==> src/rtl/rs_enc_pkg.sv <==
// Package: shared mode type and generic GF(2^w) multiply for the RS encoder.
// Assumes symbol widths of at most 16 bits.
package rs_enc_pkg;

    typedef enum logic {
        MODE_SHIFT  = 1'b0,
        MODE_ABSORB = 1'b1
    } rs_mode_e;

    // Shift-and-add multiply in GF(2^w), reducing by poly whenever bit w is set.
    function automatic logic [15:0] gf_mul(input logic [15:0] a,
                                           input logic [15:0] b,
                                           input logic [16:0] poly,
                                           input int unsigned w);
        logic [16:0] acc;
        logic [16:0] sh;
        acc = '0;
        sh  = {1'b0, a};
        for (int unsigned i = 0; i < 16; i++) begin
            if (i < w) begin
                if (b[i[3:0]]) acc = acc ^ sh;
                sh = sh << 1;
                if (sh[w[4:0]]) sh = sh ^ poly;
            end
        end
        return acc[15:0];
    endfunction

endpackage

==> src/rtl/rs_gf_cmul.sv <==
// Module: multiplies a symbol by a constant field element.
// Assumes COEF is fixed at elaboration, so the logic reduces to an XOR network.
module rs_gf_cmul #(
    parameter int unsigned           SYM_W      = 8,
    parameter logic [SYM_W:0]        FIELD_POLY = 9'h11D,
    parameter logic [SYM_W-1:0]      COEF       = 8'h01
) (
    input  logic [SYM_W-1:0] a,
    output logic [SYM_W-1:0] y
);

    // Constant product.
    assign y = SYM_W'(rs_enc_pkg::gf_mul(16'(a), 16'(COEF), 17'(FIELD_POLY), SYM_W));

endmodule

==> src/rtl/rs_parity_lfsr.sv <==
// Module: remainder register chain dividing the message by the generator polynomial.
// The generator coefficients are computed at elaboration from FIELD_POLY and FIRST_ROOT.
// In shift mode the feedback is zero, so the chain moves toward par_top and fills with zeros.
module rs_parity_lfsr #(
    parameter int unsigned      SYM_W      = 8,
    parameter int unsigned      NPAR       = 16,
    parameter logic [SYM_W:0]   FIELD_POLY = 9'h11D,
    parameter int unsigned      FIRST_ROOT = 0
) (
    input  logic             clk,
    input  logic             rst_n,
    input  logic             clk_en,
    input  logic             absorb,
    input  logic [SYM_W-1:0] sym_in,
    output logic [SYM_W-1:0] par_top
);

    function automatic logic [SYM_W-1:0] fmul(input logic [SYM_W-1:0] a,
                                              input logic [SYM_W-1:0] b);
        return SYM_W'(rs_enc_pkg::gf_mul(16'(a), 16'(b), 17'(FIELD_POLY), SYM_W));
    endfunction

    // Builds the low coefficients of prod (x + alpha^(FIRST_ROOT+i)); the top one is 1.
    function automatic logic [NPAR-1:0][SYM_W-1:0] gen_poly();
        logic [NPAR:0][SYM_W-1:0] g;
        logic [SYM_W-1:0]         root;
        g    = '0;
        g[0] = SYM_W'(1);
        root = SYM_W'(1);
        for (int unsigned r = 0; r < FIRST_ROOT; r++) root = fmul(root, SYM_W'(2));
        for (int unsigned i = 0; i < NPAR; i++) begin
            for (int unsigned j = NPAR; j > 0; j--) g[j] = g[j-1] ^ fmul(g[j], root);
            g[0] = fmul(g[0], root);
            root = fmul(root, SYM_W'(2));
        end
        return g[NPAR-1:0];
    endfunction

    localparam logic [NPAR-1:0][SYM_W-1:0] GEN = gen_poly();

    logic [SYM_W-1:0] par  [NPAR];
    logic [SYM_W-1:0] nxt  [NPAR];
    logic [SYM_W-1:0] prod [NPAR];
    logic [SYM_W-1:0] fb;

    // Feedback: input plus top register when absorbing, zero when shifting.
    always_comb begin
        fb = (rs_enc_pkg::rs_mode_e'(absorb) == rs_enc_pkg::MODE_ABSORB)
             ? (sym_in ^ par[NPAR-1]) : '0;
    end

    generate
        for (genvar s = 0; s < NPAR; s++) begin : g_stage
            rs_gf_cmul #(
                .SYM_W      (SYM_W),
                .FIELD_POLY (FIELD_POLY),
                .COEF       (GEN[s])
            ) u_mul (
                .a (fb),
                .y (prod[s])
            );
            if (s == 0) begin : g_first
                assign nxt[s] = prod[s];
            end else begin : g_rest
                assign nxt[s] = par[s-1] ^ prod[s];
            end
        end
    endgenerate

    // Remainder registers: sync clear, advance on enabled cycles.
    always_ff @(posedge clk) begin
        if (!rst_n) begin
            for (int i = 0; i < NPAR; i++) par[i] <= '0;
        end else if (clk_en) begin
            for (int i = 0; i < NPAR; i++) par[i] <= nxt[i];
        end
    end

    assign par_top = par[NPAR-1];

endmodule

==> src/rtl/rs_out_stage.sv <==
// Module: registered output select, message symbol or top remainder symbol.
// Assumes par_top is the value before the current edge's shift.
module rs_out_stage #(
    parameter int unsigned SYM_W = 8
) (
    input  logic             clk,
    input  logic             rst_n,
    input  logic             clk_en,
    input  logic             absorb,
    input  logic [SYM_W-1:0] sym_in,
    input  logic [SYM_W-1:0] par_top,
    output logic [SYM_W-1:0] sym_out
);

    rs_enc_pkg::rs_mode_e mode;
    assign mode = rs_enc_pkg::rs_mode_e'(absorb);

    // Output register: pass message in absorb mode, emit remainder otherwise.
    always_ff @(posedge clk) begin
        if (!rst_n)      sym_out <= '0;
        else if (clk_en) sym_out <= (mode == rs_enc_pkg::MODE_ABSORB) ? sym_in : par_top;
    end

endmodule

==> src/rtl/rs_parity_encoder.sv <==
// Module: top of the systematic RS encoder; message passes through, remainder follows.
// Assumes an external sequencer holds absorb low for NPAR enabled cycles after each message.
module rs_parity_encoder #(
    parameter int unsigned    SYM_W      = 8,
    parameter int unsigned    NPAR       = 16,
    parameter logic [SYM_W:0] FIELD_POLY = 9'h11D,
    parameter int unsigned    FIRST_ROOT = 0
) (
    input  logic             clk,
    input  logic             rst_n,
    input  logic             clk_en,
    input  logic             absorb,
    input  logic [SYM_W-1:0] sym_in,
    output logic [SYM_W-1:0] sym_out
);

    logic [SYM_W-1:0] top_par;

    rs_parity_lfsr #(
        .SYM_W      (SYM_W),
        .NPAR       (NPAR),
        .FIELD_POLY (FIELD_POLY),
        .FIRST_ROOT (FIRST_ROOT)
    ) u_lfsr (
        .clk     (clk),
        .rst_n   (rst_n),
        .clk_en  (clk_en),
        .absorb  (absorb),
        .sym_in  (sym_in),
        .par_top (top_par)
    );

    rs_out_stage #(
        .SYM_W (SYM_W)
    ) u_out (
        .clk     (clk),
        .rst_n   (rst_n),
        .clk_en  (clk_en),
        .absorb  (absorb),
        .sym_in  (sym_in),
        .par_top (top_par),
        .sym_out (sym_out)
    );

endmodule

==> config.mk <==
export PLATFORM = sky130hd
export DESIGN_NAME = rs_parity_encoder
export DESIGN_NICKNAME = d
export VERILOG_FILES = /design/src/rtl/rs_enc_pkg.sv /design/src/rtl/rs_gf_cmul.sv /design/src/rtl/rs_parity_lfsr.sv /design/src/rtl/rs_out_stage.sv /design/src/rtl/rs_parity_encoder.sv
export SDC_FILE = /design/constraint.sdc
export NUM_CORES = 1
export LEC_CHECK = 0
export CORE_ASPECT_RATIO = 0.9
export CORE_MARGIN = 10
export CORE_UTILIZATION = 55
export CTS_BUF_LIST = sky130_fd_sc_hd__clkbuf_4
export DETAILED_ROUTE_END_ITERATION = 10
export MAX_ROUTING_LAYER = met4
export PLACE_DENSITY = 0.72
export SYNTH_ARGS = -nofsm -noshare
export SYNTH_HDL_FRONTEND = slang
export SYNTH_SLANG_ARGS = --single-unit
export TNS_END_PERCENT = 20
==> constraint.sdc <==
create_clock -name clk -period 7.4 [get_ports clk]
set_input_delay 1.11 -clock clk [delete_from_list [all_inputs] [get_ports clk]]
set_output_delay 1.11 -clock clk [all_outputs]
set_load 0.1 [all_outputs]
# After elaboration in Yosys (flattened, before gate mapping)
# Memories as Yosys holds them, arrays and structs flattened.
# Index checks and enable logic that the tools add are counted.
# totals
out_inout_bits	8
memories	1
rom_bits	0
reg_bits	8
latchBits	0
word_cells	101
mem_bits_rw	128
# classes
mul	0
muxes	29
n_bitwise	70
shift	0
div_mod_pow	0
n_eq_ne	0
add_sub_neg	0
magnitude_cmp	0
reduce_logical	0
# mem_list
name	depth	word_bits	read_ports	rd_ports_with_merged_regs	wr	line	rtl
u_lfsr.par	16	8	16	0	16	rs_parity_lfsr.sv:41	logic [SYM_W-1:0] par [NPAR];
# op_table
op	count
XOR 8 bit	47
2-to-1 mux 8 bit	18
2-to-1 mux 5 bit	7
NOT 4 bit	7
bitwise OR 1 bit	16
2-to-1 mux 1 bit	4

# Depth between registers and ports, before layout
# An unclocked memory read counts as a cell.
# logic_depth
depth_word	20
ltp_mapped	7
depth_no_buf	6

# Cells and area by module
# From an unflattened synthesis, not the netlist that was laid out.
# hier_totals
hier_cells	686
area_unflattened_um2	9171.3
# modules_own_cells
module	cells_per_inst	n_inst	area_per_inst_um2	seq_area_each_um2
rs_parity_lfsr	416	1	5865.6	3843.7
rs_gf_cmul at u_lfsr.g_stage[0].u_mul ...	13	2	188.9	0.0
rs_out_stage	34	1	350.3	160.2
rs_gf_cmul at u_lfsr.g_stage[4].u_mul	18	1	292.8	0.0
rs_gf_cmul at u_lfsr.g_stage[10].u_mul	17	1	261.5	0.0
rs_gf_cmul at u_lfsr.g_stage[9].u_mul	16	1	226.5	0.0
rs_gf_cmul at u_lfsr.g_stage[12].u_mul	16	1	214.0	0.0
rs_gf_cmul at u_lfsr.g_stage[7].u_mul	14	1	210.2	0.0
rs_gf_cmul at u_lfsr.g_stage[3].u_mul	15	1	202.7	0.0
rs_gf_cmul at u_lfsr.g_stage[13].u_mul	18	1	186.4	0.0
rs_gf_cmul at u_lfsr.g_stage[1].u_mul	14	1	186.4	0.0
rs_gf_cmul at u_lfsr.g_stage[14].u_mul	17	1	180.2	0.0
rs_gf_cmul at u_lfsr.g_stage[11].u_mul	14	1	138.9	0.0
rs_gf_cmul at u_lfsr.g_stage[5].u_mul	15	1	138.9	0.0
3 more rows	--	--	--	--

# Worst setup path after synthesis
# No wires, ideal clock.
# synth_path
kind	input-to-reg
start	input clk_en
end	memory u_lfsr.par[0][0] (enable)
arrival_ps	4788
stages	3
path_buffers	2
setup_slack_ps	2102
setup_time_ps	509
path_cell_list	clkbuf_1 -> buf_1 -> nand2b_1
# synth_lines
element	line	rtl
from (decl)	rs_parity_encoder.sv:11	input logic clk_en,
to (decl)	rs_parity_lfsr.sv:41	

==> results.sh <==
export IMPL_num_vias=4507
export IMPL_ys_warnings_count=0
export IMPL_gp_congestion=0.897
export IMPL_mostFrequentLayoutCell="edfxtp_1"
export IMPL_hold_slack_ns=0.494
export IMPL_fin_crit_ns=3.69
export IMPL_hold_depth=2
export IMPL_hold_start="u_out.sym_out[0]"
export IMPL_netlist_instances=622
export IMPL_synthesis_nets=634
export IMPL_grt_max_degree=78
export IMPL_cpMaxStageDelayCell="nand2b_1"
export IMPL_insertion_delay_ns=0.57
export IMPL_worstRegToRegCells=6
export IMPL_htreeDepth=4
export IMPL_synthDistinctLibCells=43
export IMPL_max_slew_margin=0.322
export IMPL_post_drt_via_cell_ratio=5.35
export IMPL_cts_setup_buffers=0
export IMPL_worstSetupPathType="input port to register"
export IMPL_grt_pass1_wl_mm=26.4
export IMPL_drtIter0Drc=377
export IMPL_drive_gt1_frac=0.103
export IMPL_synthFlopType="edfxtp_1"
export IMPL_die_area_mm2=0.0198
export IMPL_cp_slowest_stage_delay_ns=0.61
export IMPL_cts_clk_slew_worst_paths_ns=0.12
export IMPL_yosysSeqAreaShare=0.501
export IMPL_maxSlewViolCount=0
export IMPL_end_kind="register"
export IMPL_rows=41
export IMPL_tightestPinTransition_ns=1.01
export IMPL_setup_viol=0
export IMPL_ys_ff_latch=136
export IMPL_grt_pass1_vias=4505
export IMPL_die_h_um=134
export IMPL_initial_core_util=0.565
export IMPL_status="completed"
export IMPL_cap_violations=0
export IMPL_die_w_um=147
export IMPL_numClockSinks=136
export IMPL_finalNetCount=649
export IMPL_drc=0
export IMPL_syn_avg_cell_area_um2=12.9
export IMPL_synth_async_sr_flop_share=0
export IMPL_fmax_ghz=0.271
export IMPL_synth_area_top_cells="edfxtp_1, xnor2_1, xor2_1, xnor3_1, nor2_1"
export IMPL_ctsHoldBuffers=0
export IMPL_cp_arrival_ns=4.13
export IMPL_setup_reg_to_reg_worst_slack_ns=4.32
export IMPL_ant_nets=0
export IMPL_wl_per_cell_um=20.5
export IMPL_place_ws_ns=3.19
export IMPL_n_fill_cell=1154
export IMPL_firstDrtPassIters=4
export IMPL_numCtsBuffers=17
export IMPL_r2r_start="u_lfsr.par[7][11]"
export IMPL_r2r_end="u_lfsr.par[6][11]"
export IMPL_worst_slack_ns=3.71
export IMPL_period_share=0.499
export IMPL_syn_area_mm2=0.00800
export IMPL_hold_path_class="register to register"
export IMPL_routed_wl_mm=17.3
export IMPL_ctsResizeCount=0
export IMPL_tns_ns=0
export IMPL_io_pins=20
export IMPL_antenna_found_initial=0
export IMPL_cts_root_buf="clkbuf_4"
export IMPL_cts_buffer_depth=2
export IMPL_cts_tree="yes"
export IMPL_dpl_hpwl_mm=11.4
export IMPL_numPortBuffers=19
export IMPL_holdPathEnd="u_out.sym_out[0]"
export IMPL_yosys_area_top_type="edfxtp_1"
export IMPL_grt_total_usage=0.182
export IMPL_start_kind="input port"
export IMPL_path_cells="clkdlybuf4s50_1 > xor2_2 > xnor2_1 > nand2b_1 > xor2_4 > xnor3_1 > nor2b_1"
export IMPL_hold_viol=0
export IMPL_critPathMaxFanout=8
export IMPL_clock_skew_ns=0.0205
export IMPL_diodes=0
export IMPL_gr_total_overflow=0
export IMPL_required_ns=7.83
export IMPL_area_delta_synth_final_pct=7.85
export IMPL_yosys_area_top_type_share=0.481
export IMPL_synth_edff_count=128
export IMPL_core_area_mm2=0.0142
export IMPL_rsz0062_at_grt="no"
export IMPL_most_common_layout_cells="edfxtp_1, xnor2_1, nor2_1"
-- final cells by class --
class	count	area [um2]	area share
repair buffers	24	223	0.0258
multi-input cells	456	3850	0.447
flip-flops and latches	136	4000	0.464
clock inverters	13	154	0.0178
inverters	2	7.51	0.000870
well taps	193	241	0.0280
clock buffers	19	143	0.0165
-- logic make-up after synthesis --
| family | after synthesis | synth area share |
|---|---|---|
| compound gates | 18 | 0.0171 |
| buf+inv | 30 | 0.0188 |
| mux | 9 | 0.0113 |
| simple gates | 192 | 0.113 |
| flops | 136 | 0.501 |
| xor+xnor | 237 | 0.339 |
-- flip-flops by register name, indices dropped and copies added, names as in the netlist --
register and count:
u_lfsr.par 128, u_out.sym_out 8
-- cells in the mapped netlist, types with 5 or more instances --
cell type	count
edfxtp_1	128
xnor2_1	118
nor2_1	100
xor2_1	71
xnor3_1	27
nand2_1	26
and2_1	20
nor2b_1	17
clkbuf_1	16
mux2i_1	9
a211oi_1	8
buf_2	8
dfxtp_1	8
nand2b_1	8
xor2_2	6
nand2_2	5
xor2_4	5
-- worst max-delay path, delay by kind of cell --
family	cells	cell delay [ns]
xor gates and xnor gates	4	1.76
and+or+nand+nor	2	0.72
buffers and inverters	1	0.52
-- metrics by stage --
stage                util  cell area (um2)  instances
finish              0.609             8630        843
CTS                 0.609             8630        843
detailed placement  0.588             8330        811
global placement    0.588             8330        811
floorplan               -             8000        622
global route        0.609             8630        843
-- routing by layer --
metal  global-route usage  share of wire  vias to the layer above
li1                     -              -                     2088
met1                0.243           0.47                     2255
met2                0.261           0.45                      138
met3               0.0508          0.060                       26
met4               0.0627          0.020                        0
met5                    -              0                        -
-- worst max-delay path by stage --
stage / startpoint / end / cells after the start
global route: sym_in[3] / u_lfsr.par[6][11] / 7
global placement: sym_in[3] / u_lfsr.par[6][11] / 7
detailed placement: sym_in[3] / u_lfsr.par[6][11] / 7
finish: sym_in[3] / u_lfsr.par[6][11] / 7
floorplan: clk_en / u_lfsr.par[0][0] / 3
CTS: sym_in[3] / u_lfsr.par[6][11] / 7
Power is not shown: default switching activity piles up to over one toggle a cycle in this logic, so the estimate is an artifact.
